[src/rtl/wdt_pkg.sv]
package wdt_pkg;

  // Strobes from the control section to the division chain.
  typedef struct packed {
    logic zero;   // force every stage of the chain to zero
    logic run;    // advance the first stage this cycle
  } chainCtl_t;

endpackage

[src/rtl/wdtDivStage.sv]
module wdtDivStage #(
  parameter int W = 4
) (
  input  logic         clk,
  input  logic         rstN,
  input  logic         zero,
  input  logic         stepIn,
  input  logic [W-1:0] limit,
  output logic         stepOut
);

  logic [W-1:0] count;
  logic         atLimit;

  assign atLimit = (count == limit);
  assign stepOut = stepIn & atLimit & ~zero;

  always_ff @(posedge clk or negedge rstN) begin
    if (!rstN) begin
      count <= '0;
    end else if (zero) begin
      count <= '0;
    end else if (stepIn) begin
      count <= atLimit ? '0 : count + 1'b1;
    end
  end

endmodule

[src/rtl/wdtDatapath.sv]
module wdtDatapath
  import wdt_pkg::*;
#(
  parameter int FIX_LOG2      = 2,
  parameter int PSA_CODE_W    = 2,
  parameter int PSA_STEP_LOG2 = 3,
  parameter int PSB_W         = 4,
  parameter int CNT_W         = 8
) (
  input  logic                  clk,
  input  logic                  rstN,
  input  chainCtl_t             ctl,
  input  logic [PSA_CODE_W-1:0] psaCode,
  input  logic [PSB_W-1:0]      psbCode,
  output logic                  overflow
);

  localparam int PSA_MAX_CODE = (1 << PSA_CODE_W) - 1;
  localparam int PSA_W        = (PSA_STEP_LOG2 * PSA_MAX_CODE > 0) ? PSA_STEP_LOG2 * PSA_MAX_CODE : 1;

  logic             fixStep;
  logic             psaStep;
  logic             psbStep;
  logic [PSA_W:0]   psaRatio;
  logic [PSA_W-1:0] psaLimit;

  // Coarse ratio is 2^(step*code); the stage counts to ratio-1.
  always_comb begin
    psaRatio = (PSA_W + 1)'(1) << (PSA_STEP_LOG2 * int'(psaCode));
    psaLimit = PSA_W'(psaRatio - (PSA_W + 1)'(1));
  end

  generate
    if (FIX_LOG2 > 0) begin : g_fixDiv
      wdtDivStage #(.W(FIX_LOG2)) uFix (
        .clk     (clk),
        .rstN    (rstN),
        .zero    (ctl.zero),
        .stepIn  (ctl.run),
        .limit   ({FIX_LOG2{1'b1}}),
        .stepOut (fixStep)
      );
    end else begin : g_fixPass
      assign fixStep = ctl.run;
    end
  endgenerate

  wdtDivStage #(.W(PSA_W)) uPsa (
    .clk     (clk),
    .rstN    (rstN),
    .zero    (ctl.zero),
    .stepIn  (fixStep),
    .limit   (psaLimit),
    .stepOut (psaStep)
  );

  wdtDivStage #(.W(PSB_W)) uPsb (
    .clk     (clk),
    .rstN    (rstN),
    .zero    (ctl.zero),
    .stepIn  (psaStep),
    .limit   (psbCode),
    .stepOut (psbStep)
  );

  wdtDivStage #(.W(CNT_W)) uCnt (
    .clk     (clk),
    .rstN    (rstN),
    .zero    (ctl.zero),
    .stepIn  (psbStep),
    .limit   ({CNT_W{1'b1}}),
    .stepOut (overflow)
  );

endmodule

[src/rtl/wdtControl.sv]
module wdtControl
  import wdt_pkg::*;
(
  input  logic      clk,
  input  logic      rstN,
  input  logic      enable,
  input  logic      clearStrobe,
  input  logic      sleepMode,
  input  logic      idleMode,
  input  logic      statusClear,
  input  logic      overflow,
  output chainCtl_t ctl,
  output logic      resetReq,
  output logic      wakeReq,
  output logic      timeoutFlag,
  output logic      sleepFlag,
  output logic      idleFlag
);

  logic lowPower;
  logic hitSleep;
  logic hitIdle;

  always_comb begin
    ctl.zero = clearStrobe | ~enable;
    ctl.run  = enable & ~clearStrobe;
  end

  assign lowPower = sleepMode | idleMode;
  assign hitSleep = overflow & sleepMode;
  assign hitIdle  = overflow & idleMode & ~sleepMode;

  always_ff @(posedge clk or negedge rstN) begin
    if (!rstN) begin
      resetReq    <= 1'b0;
      wakeReq     <= 1'b0;
      timeoutFlag <= 1'b0;
      sleepFlag   <= 1'b0;
      idleFlag    <= 1'b0;
    end else begin
      resetReq <= overflow & ~lowPower;
      wakeReq  <= overflow & lowPower;

      if (overflow)         timeoutFlag <= 1'b1;
      else if (statusClear) timeoutFlag <= 1'b0;

      if (hitSleep)         sleepFlag <= 1'b1;
      else if (statusClear) sleepFlag <= 1'b0;

      if (hitIdle)          idleFlag <= 1'b1;
      else if (statusClear) idleFlag <= 1'b0;
    end
  end

endmodule

[src/rtl/dualPrescaleWatchdog.sv]
module dualPrescaleWatchdog
  import wdt_pkg::*;
#(
  parameter int FIX_LOG2      = 2,
  parameter int PSA_CODE_W    = 2,
  parameter int PSA_STEP_LOG2 = 3,
  parameter int PSB_W         = 4,
  parameter int CNT_W         = 8
) (
  input  logic                  clk,
  input  logic                  rstN,
  input  logic                  enable,
  input  logic                  clearStrobe,
  input  logic [PSA_CODE_W-1:0] psaCode,
  input  logic [PSB_W-1:0]      psbCode,
  input  logic                  sleepMode,
  input  logic                  idleMode,
  input  logic                  statusClear,
  output logic                  resetReq,
  output logic                  wakeReq,
  output logic                  timeoutFlag,
  output logic                  sleepFlag,
  output logic                  idleFlag
);

  chainCtl_t ctl;
  logic      overflow;

  wdtControl uCtl (
    .clk         (clk),
    .rstN        (rstN),
    .enable      (enable),
    .clearStrobe (clearStrobe),
    .sleepMode   (sleepMode),
    .idleMode    (idleMode),
    .statusClear (statusClear),
    .overflow    (overflow),
    .ctl         (ctl),
    .resetReq    (resetReq),
    .wakeReq     (wakeReq),
    .timeoutFlag (timeoutFlag),
    .sleepFlag   (sleepFlag),
    .idleFlag    (idleFlag)
  );

  wdtDatapath #(
    .FIX_LOG2      (FIX_LOG2),
    .PSA_CODE_W    (PSA_CODE_W),
    .PSA_STEP_LOG2 (PSA_STEP_LOG2),
    .PSB_W         (PSB_W),
    .CNT_W         (CNT_W)
  ) uDp (
    .clk      (clk),
    .rstN     (rstN),
    .ctl      (ctl),
    .psaCode  (psaCode),
    .psbCode  (psbCode),
    .overflow (overflow)
  );

endmodule

[config.mk]
export PLATFORM = sky130hd
export DESIGN_NAME = dualPrescaleWatchdog
export DESIGN_NICKNAME = d
export VERILOG_FILES = /design/src/rtl/wdt_pkg.sv /design/src/rtl/wdtDivStage.sv /design/src/rtl/wdtDatapath.sv /design/src/rtl/wdtControl.sv /design/src/rtl/dualPrescaleWatchdog.sv
export SDC_FILE = /design/constraint.sdc
export NUM_CORES = 1
export LEC_CHECK = 0
export BUFFER_PORTS_ARGS = -buffer_cell sky130_fd_sc_hd__buf_2
export CORE_MARGIN = 5
export CORE_UTILIZATION = 35
export DETAILED_ROUTE_END_ITERATION = 7
export GPL_TIMING_DRIVEN = 0
export PLACE_DENSITY = 0.6
export SLEW_MARGIN = 10
export SYNTH_ARGS = -nofsm -noshare
export SYNTH_HDL_FRONTEND = slang
export SYNTH_SLANG_ARGS = --single-unit
[constraint.sdc]
create_clock -name clk -period 4.3 [get_ports clk]
set_clock_uncertainty 0.15 [all_clocks]
set_input_delay 0.86 -clock clk [delete_from_list [all_inputs] [get_ports clk]]
set_output_delay 0.86 -clock clk [all_outputs]
set_load 0.02 [all_outputs]
==> results.md, run 1 <==
* Max Fclk at 417.0 MHz
* Switching Fraction at 21.06%
* Hold_buf cts at 0
* First drt pass iteration count at 4
* Crit path time final at 2.398 ns
* Total Power at 0.5067 mW
* Final nets at 206
* Gate power share at 6.3%
* Worst r2r dst: uCtl.idleFlag$_DFFE_PN0P_
* Port-buffer cells at 17
* CP Capture Point: uCtl.idleFlag$_DFFE_PN0P_
* # setup viols final at 0
* H-tree Lvls at 1
* Power Dens Cells at 281.6 nW/um^2
* Kind of critical path: primary input to flip-flop
* Diodes inserted at 0
* Seq cells post-synth at 28
* Die width at 77.14 um
* Top-area cell type share of the netlist area at 44.41%
* Mapped Nets at 184
* I/O Pins at 18
* GP Congestion at 0.7654
* Post-CTS setup repair buffer count at 0
* Max-Slew Margin vs Limit at 57.99%
* TritonCTS Buffers at 3
* Cell Rows at 24
* Crit path launch type: primary input
* Least-Margin Pin Slew at 0.6301 ns
* Placed cells at 236
* Fin. Hold Viols at 0
* Worst setup EP type: flip-flop
* Largest net degree at the start of global routing at 29
* Core Box Area at 4354 um^2
* Final wirelength at 3377 um
* Max-Cap Viols at 0
* RSZ-0062 raised after global routing: no
* Number of global-route vias before repair at 1338
* Final Worst Setup Slack at 1.902 ns
* DRC at 0
* Final TNS setup at 0 ns
* Largest area contributor in the netlist: dfrtp_1
* Final non-filler cell total at 240
* First-pass GRT wire length at 6141 um
* EDFF count, synth at 0
* Root buffer cell: clkbuf_8
* Most instantiated library cell after synthesis: dfrtp_1
* Hold Crit Class: flip-flop to flip-flop
* Syn Inst Count at 167
* Hold Startpoint: uDp.g_fixDiv.uFix.count[0]$_DFF_PN0_
* FILL cells at 429
* Critical R2R Launch: uDp.uPsa.count[2]$_DFFE_PN0P_
* Commonest cells post-synth: 28 x dfrtp_1, 16 x a21oi_1, 14 x nand2_1
* Crit path launch: psaCode[1]
* Worst R2R Path Depth at 6
* Ys async rst share at 100.0%
* Internal power at 0.4000 mW
* Initial antenna violation count at 0
* Starting DRT DRC Count at 57
* Post-route clock period utilization at 55.76%
* Post-synth cell types at 41
* Vias/cell at 5.483
* GRT Overall Usage at 12.24%
* CTS tree: done
* Post-Place Setup Slack at 1.592 ns
* WP data arrival at 2.43 ns
* Share of cells above drive strength 1 at 15.43%
* CP Data Required Time at 4.33 ns
* Worst-Skew Late Latency at 0.28 ns
* WL per Instance at 14.07 um
* GR Overflow Total at 0
* Via Count at 1316
* Sequential area share after synthesis at 44.41%
* Synthesis-to-layout area growth at 14.04%
* Clock buffer depth at 2
* Final ANT Viol Nets at 0
* Clock Sink Count at 28
* Slew Limit Fails at 0
* Netlist Area Pre-Place at 1578 um^2
* DP HPWL at 2408 um
* Status: complete, no violations
* Initial Utilization at 36.24%
* Clock share of power at 41.5%
* Synth Flop Type: dfrtp_1
* Synth warn at 0
* Switching pwr at 0.1067 mW
* Die H at 77.14 um
* Worst R2R Setup Slack at 2.16 ns
* Share of power burned in registers at 52.2%
* Die footprint at 5951 um^2
* Post_cts resized at 0
* Highest net fanout along the worst path at 8
* Static leakage at 0.7568 nW
* Syn Area/Cell at 9.448 um^2
* Ranking of synthesized cells by area: dfrtp_1 44%, a21oi_1 5.1%, nand3_1 3.5%
* VDD IR-drop max at 0.1706 mV
* Worst-path clk slew at 0.09 ns
[critical path, stage by stage]
cell,delay (ns)
buf_2,0.13
or2_1,0.28
a22oi_2,0.28
and4_1,0.22
buf_2,0.19
nand3_1,0.19
o32ai_1,0.27
[cells by family after synthesis]
kind of cell / synth area share (%)
fa+ha+maj: 3.172
simple gates: 28.87
buf+inv: 3.489
flops: 44.41
xor+xnor: 3.331
compound gates: 16.73
[layer usage]
layer / GRT usage, % / vias up / share of wire (%)
met2: 19.36 / 27 / 46
li1: - / 664 / -
met4: 3.436 / 0 / 0.89
met3: 2.810 / 6 / 3.6
met5: 0 / - / 0
met1: 16.67 / 619 / 50
[sequential cells by signal, indices dropped and copies added (netlist names)]
signal and flops:
uCtl.wakeReq 1, uDp.g_fixDiv.uFix.count 2, uDp.uCnt.count 8, uCtl.resetReq 1
uDp.uPsb.count 4, uCtl.timeoutFlag 1, uDp.uPsa.count 9, uCtl.sleepFlag 1
uCtl.idleFlag 1
[cells in the final DEF (no fill, tap or decap), types with 5 or more instances in the layout]
cell,synthesis,routed
a21oi_1,16,16
and3_1,8,8
buf_2,2,19
dfrtp_1,28,28
inv_1,7,7
nand2_1,14,14
nand3_1,11,11
nand4b_1,5,5
nor2_1,8,8
o31ai_1,5,5
xnor2_1,6,6
[per-stage QoR]
step / cell area (um^2) / hold slack, ns / utilization [%]
2_1_floorplan: 1578 / 0.2650 / -
3_3_place_gp: 1728 / 0.2844 / 39.68
3_5_place_dp: 1728 / 0.2871 / 39.68
4_1_cts: 1799 / 0.3012 / 41.32
5_1_grt: 1799 / 0.3225 / 41.32
6_report: 1799 / 0.3013 / 41.32
[worst min path at each step]
| stage | end | slack, ns | cells past startpoint |
|---|---|---|---|
| CTS | uDp.g_fixDiv.uFix.count[0]$_DFF_PN0_ | 0.30 | 1 |
| detailed placement | uDp.g_fixDiv.uFix.count[0]$_DFF_PN0_ | 0.29 | 1 |
| floorplan | uDp.g_fixDiv.uFix.count[0]$_DFF_PN0_ | 0.26 | 1 |
| global route | uDp.g_fixDiv.uFix.count[0]$_DFF_PN0_ | 0.32 | 1 |
| finish | uDp.g_fixDiv.uFix.count[0]$_DFF_PN0_ | 0.30 | 1 |
| global placement | uDp.g_fixDiv.uFix.count[0]$_DFF_PN0_ | 0.28 | 1 |
[power by group through the flow]
stage	combinational [mW]	sequential, mW	clock (mW)
4_1_cts	0.0328	0.264	0.220
3_5_place_dp	0.0326	0.270	0
2_1_floorplan	0.0160	0.270	0
3_3_place_gp	0.0324	0.270	0
6_report	0.0318	0.264	0.210
5_1_grt	0.0364	0.265	0.230
[final cells by class]
class                      count  area [um^2]  share of cell area [%]
tap                           52        65.06                   3.616
clock buffer                   3        41.29                   2.295
buffer                         7        28.78                   1.599
multi-input combinational    125        822.0                   45.69
clock inverter                 1        30.03                   1.669
sequential                    28        700.7                   38.94
inverter                       7        26.28                   1.460
timing repair buffer          17        85.08                   4.729
Note: power is estimated with default switching activity, not from simulation.
==> run 2, diff against run 1 <==
ABC_AREA = 1   (was not set)
clock period = 2.5 ns   (was 4.3 ns; I/O delays follow)
==> results.md, run 2 <==
* Status: complete, no violations
* DRC at 0 (unchanged)
* Synth Flop Type: dfrtp_1
* Crit path time final at 1.757 ns
* Crit path cell chain: xnor2_1 > nand2_1 > nor2_1 > nand4_1 > nand3_1 > nand2_1
* Die width at 78.15 um (+1.3%)
* Clock Sink Count at 28 (unchanged)
* Worst R2R Path Depth at 6 (unchanged)
* Port-buffer cells at 17 (unchanged)
* Fin. Hold Viols at 0 (unchanged)
* CP Buf/Inv Count at 0 (-2)
* TritonCTS Buffers at 3 (unchanged)
* Ranking of synthesized cells by area: dfrtp_1 43%, nand2_1 12%, nand3_1 8.9%
* Commonest cells post-synth: 54 x nand2_1, 29 x nand3_1, 28 x dfrtp_1
* Hold Crit Class: primary input to async pin
* EDFF count, synth at 0 (unchanged)
* Starting DRT DRC Count at 32 (-44%)
* Netlist Area Pre-Place at 1625 um^2 (+3.0%)
* Post-Place Setup Slack at 0.4638 ns (-1.128 ns)
* Post-route clock period utilization at 70.28%
* Via Count at 1315 (-0.076%)
* Seq cells post-synth at 28 (unchanged)
* Share of cells above drive strength 1 at 14.16% (-1.3 points)
* Crit path launch type: flip-flop
* Worst r2r dst: uDp.uCnt.count[0]$_DFFE_PN0P_
* Most flops, register: uDp.uPsa.count
* Post_cts resized at 0 (unchanged)
* Die footprint at 6107 um^2 (+2.6%)
* Largest registers: uDp.uPsa.count (9), uDp.uCnt.count (8), uDp.uPsb.count (4)
* Initial antenna violation count at 0 (unchanged)
* Core Box Area at 4444 um^2 (+2.1%)
* Max-Cap Viols at 0 (unchanged)
* Final ANT Viol Nets at 0 (unchanged)
* Static leakage at 0.9877 nW (+31%)
* Largest register FFs at 9 (unchanged)
* Final Worst Setup Slack at 0.7431 ns (-1.159 ns)
* Synthesis-to-layout area growth at 12.63%
* Final TNS setup at 0 ns (unchanged)
* Commonest non-fill, non-tap cell in the layout: nand2_1
* Highest net fanout along the worst path at 8 (unchanged)
* Worst R2R Setup Slack at 0.74 ns (-1.42 ns)
* Worst setup EP type: flip-flop
* DP HPWL at 2223 um (-7.7%)
* Cell Rows at 24 (unchanged)
* Top-area cell type share of the netlist area at 43.11% (-1.3 points)
* Vias/cell at 4.730 (-14%)
* Crit-path leading delay family: simple AND/OR/NAND/NOR gates
* Kind of critical path: flip-flop to flip-flop
* CTS tree: done
* H-tree Lvls at 1 (unchanged)
* Synth warn at 0 (unchanged)
* Hold_buf cts at 0 (unchanged)
* Post-synth cell types at 24 (-41%)
* VDD IR-drop max at 0.2214 mV (+30%)
* I/O Pins at 18 (unchanged)
* Worst path slowest cell: dfrtp_1
* Syn Area/Cell at 7.928 um^2 (-16%)
* Largest area contributor in the netlist: dfrtp_1
* Cell mode on critical path: nand2_1
* Sequential area share after synthesis at 43.11% (-1.3 points)
* Clock buffer depth at 2 (unchanged)
* Largest net degree at the start of global routing at 29 (unchanged)
* Final nets at 244 (+18%)
* Syn Inst Count at 205 (+23%)
* Root buffer cell: clkbuf_8
* Max Fclk at 569.2 MHz
* Worst-Skew Late Latency at 0.27 ns (about the same)
* Number of global-route vias before repair at 1295 (-3.2%)
* Initial Utilization at 36.57% (+0.34 points)
* Final wirelength at 3007 um (-11%)
* Die H at 78.15 um (+1.3%)
* GR Overflow Total at 0 (unchanged)
* Least-Margin Pin Slew at 0.6330 ns (+0.002880 ns)
* Most frequent cells in the layout: 54 x nand2_1, 29 x nand3_1, 28 x dfrtp_1
* Worst-path clk slew at 0.10 ns (about the same)
* Diodes inserted at 0 (unchanged)
* Critical R2R Launch: uDp.uPsb.count[2]$_DFFE_PN0P_
* RSZ-0062 raised after global routing: no
* Slew Limit Fails at 0 (unchanged)
* Mapped Nets at 222 (+21%)
* WP data arrival at 1.77 ns (-0.66 ns)
* GRT Overall Usage at 11.02% (-1.2 points)
* Post-CTS setup repair buffer count at 0 (unchanged)
* Power Dens Cells at 431.2 nW/um^2 (+53%)
* WL per Instance at 10.82 um (-23%)
* Max-Slew Margin vs Limit at 57.80% (-0.19 points)
* GP Congestion at 0.7979 (+4.2%)
* First-pass GRT wire length at 5540 um (-9.8%)
* # setup viols final at 0 (unchanged)
* First drt pass iteration count at 4 (unchanged)
* Most instantiated library cell after synthesis: nand2_1
* Crit path largest cell delay at 0.45 ns (+0.17 ns)
* CP Data Required Time at 2.52 ns (-1.81 ns)
* Ys async rst share at 100.0% (unchanged)
run 2: worst max-delay path by stage:
stage / from / to / slack (ns) / cells past startpoint
4_1_cts: uDp.uPsb.count[2]$_DFFE_PN0P_ / uDp.uCnt.count[2]$_DFFE_PN0P_ / 0.72 / 6
5_1_grt: uDp.uPsb.count[2]$_DFFE_PN0P_ / uDp.uCnt.count[2]$_DFFE_PN0P_ / 0.54 / 6
3_3_place_gp: clearStrobe / uDp.uCnt.count[0]$_DFFE_PN0P_ / 0.46 / 6
3_5_place_dp: clearStrobe / uDp.uCnt.count[6]$_DFFE_PN0P_ / 0.46 / 6
2_1_floorplan: enable / uDp.uCnt.count[0]$_DFFE_PN0P_ / 0.83 / 6
6_report: uDp.uPsb.count[2]$_DFFE_PN0P_ / uDp.uCnt.count[0]$_DFFE_PN0P_ / 0.74 / 6
run 2: per-stage QoR:
step                      util, %  hold WS, ns  cells  power (mW)  area (um^2)
final                       41.19      0.08175    278      0.7893         1831
after global routing        41.19       0.1449    278      0.8271         1831
after CTS                   41.19       0.1141    278      0.7985         1831
after detailed placement    39.95       0.2788    274      0.5145         1775
after global placement      39.95       0.2774    274      0.5144         1775
after floorplan                 -      0.05441    205      0.4885         1625
run 2: area by class of cell:
cell class	count	area (um^2)
Inverter	26	97.59
Buffer	2	18.77
Multi-Input combinational cell	149	808.3
Timing Repair Buffer	17	85.08
Clock buffer	4	55.05
Sequential cell	28	700.7
Tap cell	52	65.06
Fill cell	482	2614
run 2: power breakdown:
group / switching, mW / internal (mW) / total, mW
registers: 0.000684 / 0.454 / 0.455
logic: 0.0333 / 0.0162 / 0.0495
clock network: 0.144 / 0.141 / 0.285
total: 0.178 / 0.611 / 0.789
run 2: metal layers:
layer	track usage (%)	wire, um	vias up
met2	18.75	1358	13
met1	14.33	1537	598
met3	1.716	75	2
met4	3.671	36	0
met5	0	0	-
li1	-	-	702
run 2: cells by family after synthesis:
group / Yosys count / synth area share, %
DFF: 28 / 43.11
AOI/OAI and AO/OA: 12 / 4.619
xor gates and xnor gates: 15 / 8.083
and+or+nand+nor: 118 / 33.95
buffers and inverters: 28 / 7.159
adders and majority gates: 4 / 3.079
==> run 3, diff against run 2 <==
clock period = 1.65 ns   (was 2.5 ns; I/O delays follow)
==> results.md, run 3 (same netlist as run 2, synthesis figures left out) <==
* Worst path slowest cell: dfrtp_1
* Initial Utilization at 36.57% (unchanged)
* Worst-path clk slew at 0.10 ns (about the same)
* Die width at 78.15 um (unchanged)
* Max-Slew Margin vs Limit at 57.85% (about the same)
* Synthesis-to-layout area growth at 20.79%
* Static leakage at 1.047 nW (+6.0%)
* Post-DP Area at 1775 um^2 (unchanged)
* Max-Cap Viols at 0 (unchanged)
* Via Count at 1374 (+4.5%)
* First-pass GRT wire length at 5644 um (+1.9%)
* Final ANT Viol Nets at 0 (unchanged)
* Die H at 78.15 um (unchanged)
* Critical path depth at 8 (+2)
* Vias/cell at 4.738 (+0.16%)
* GRT Overall Usage at 11.17% (+0.15 points)
* Most flops, register: uDp.uPsa.count
* Final hold slack at 0.1593 ns (+0.07756 ns)
* DP HPWL at 2223 um (unchanged)
* Least-Margin Pin Slew at 0.6323 ns (-0.0007051 ns)
* Core Box Area at 4444 um^2 (unchanged)
* Largest net degree at the start of global routing at 29 (unchanged)
* Max Fclk at 610.6 MHz (+7.3%)
* Most frequent cells in the layout: 52 x nand2_1, 28 x dfrtp_1, 27 x nand3_1
* Worst R2R Path Depth at 8 (+2)
* Largest register FFs at 9 (unchanged)
* GP Congestion at 0.7979 (unchanged)
* VDD IR-drop max at 0.3588 mV (+62%)
* CP Data Required Time at 1.71 ns (-0.81 ns)
* Worst setup EP type: flip-flop
* RSZ-0062 raised after global routing: yes
* Clock Sink Count at 28 (unchanged)
* Commonest non-fill, non-tap cell in the layout: nand2_1
* TritonCTS Buffers at 3 (unchanged)
* Worst-Skew Late Latency at 0.27 ns (about the same)
* DRC at 0 (unchanged)
* Hold Crit Class: primary input to flip-flop
* Crit path cell chain: ha_1 > inv_1 > nor2_2 > nand3_4 > nor2_4 > buf_4 > nand2_2 > nor2_2
* Root buffer cell: clkbuf_8
* Cells on Worst Hold Path at 3
* Fin. Hold Viols at 0 (unchanged)
* Post-route clock period utilization at 99.26% (+29 points)
* Crit path launch type: flip-flop
* Crit path largest cell delay at 0.36 ns (-0.09 ns)
* Final nets at 256 (+4.9%)
* Highest net fanout along the worst path at 5 (-3)
* CP Buf/Inv Count at 2 (+2)
* H-tree Lvls at 1 (unchanged)
* Number of global-route vias before repair at 1330 (+2.7%)
* Share of cells above drive strength 1 at 21.43% (+7.3 points)
* Die footprint at 6107 um^2 (unchanged)
* Largest registers: uDp.uPsa.count (9), uDp.uCnt.count (8), uDp.uPsb.count (4)
* Final wirelength at 3140 um (+4.4%)
* Kind of critical path: flip-flop to flip-flop
* Clock buffer depth at 2 (unchanged)
* Cell mode on critical path: nor2_2
* Crit-path leading delay family: simple AND/OR/NAND/NOR gates
* WP data arrival at 1.70 ns (-0.07 ns)
* Starting DRT DRC Count at 55 (+72%)
* Crit path time final at 1.638 ns (-0.1192 ns)
* # setup viols final at 0 (unchanged)
* I/O Pins at 18 (unchanged)
* Slew Limit Fails at 0 (unchanged)
* Port-buffer cells at 17 (unchanged)
* Diodes inserted at 0 (unchanged)
* Initial antenna violation count at 0 (unchanged)
* WL per Instance at 10.83 um (+0.10%)
* GR Overflow Total at 0 (unchanged)
* First drt pass iteration count at 4 (unchanged)
* Status: complete, no violations
* CTS tree: done
* Cell Rows at 24 (unchanged)
* Power Dens Cells at 609.9 nW/um^2 (+41%)
* Final Cell Area at 1963 um^2 (+7.2%)
==> run 3: metrics by stage <==
step	instances	setup TNS [ns]	util, %	total power, mW	setup slack, ns
2_1_floorplan	205	0	-	0.7401	0.1283
3_3_place_gp	274	-2.347	39.95	0.7794	-0.2155
3_5_place_dp	274	-2.181	39.95	0.7796	-0.2162
4_1_cts	282	0	41.92	1.212	0.01053
5_1_grt	290	-1.517	44.17	1.255	-0.1018
6_report	290	0	44.17	1.197	0.01222
==> run 3: report_power, final <==
| part | switching (mW) | internal, mW | leakage (nW) |
|---|---|---|---|
| Clock | 0.216 | 0.213 | 0.0288 |
| Sequential | 0.00104 | 0.688 | 0.390 |
| Combinational | 0.0522 | 0.0271 | 0.628 |
| Total | 0.269 | 0.929 | 1.05 |
==> run 3: tightest hold or removal path, stage by stage <==
cell,delay [ns]
buf_2,0.10
nand3_1,0.07
nand2_1,0.05
==> run 3: area by class of cell <==
class	instances	area [um^2]
sequential	28	700.7
fill	475	2481
multi-input combinational	149	848.3
inverter	26	97.59
timing repair buffer	29	177.7
buffer	2	18.77
clock buffer	4	55.05
tap	52	65.06
==> run 3: repair_timing <==
action                     CTS  global route
pin swaps                    1             4
gates cloned                 0             1
setup endpoints to repair   11            24
resized for setup            0            11
hold endpoints to repair    28             0
hold buffers                 1             0
buffers inserted             3             7
==> run 3: worst paths after layout <==
check	from	end	slack, ns
max in group asynchronous	rstN	uDp.uPsb.count[1]$_DFFE_PN0P_	0.49
worst max-delay path	uDp.g_fixDiv.uFix.count[0]$_DFF_PN0_	uCtl.resetReq$_DFF_PN0_	0.01
worst min-delay path	sleepMode	uCtl.sleepFlag$_DFFE_PN0P_	0.16
worst max register to register	uDp.g_fixDiv.uFix.count[0]$_DFF_PN0_	uCtl.resetReq$_DFF_PN0_	0.01
min in group asynchronous	rstN	uDp.uPsa.count[2]$_DFFE_PN0P_	0.45
worst min register to register	uDp.g_fixDiv.uFix.count[0]$_DFF_PN0_	uDp.g_fixDiv.uFix.count[0]$_DFF_PN0_	0.29
==> run 3: routing by layer <==
metal	part of all wire, %	vias to the layer above	track usage, %
met4	1.1	0	3.671
met3	3.2	2	1.716
li1	-	726	-
met1	49	628	14.68
met2	47	18	18.84
met5	0	-	0
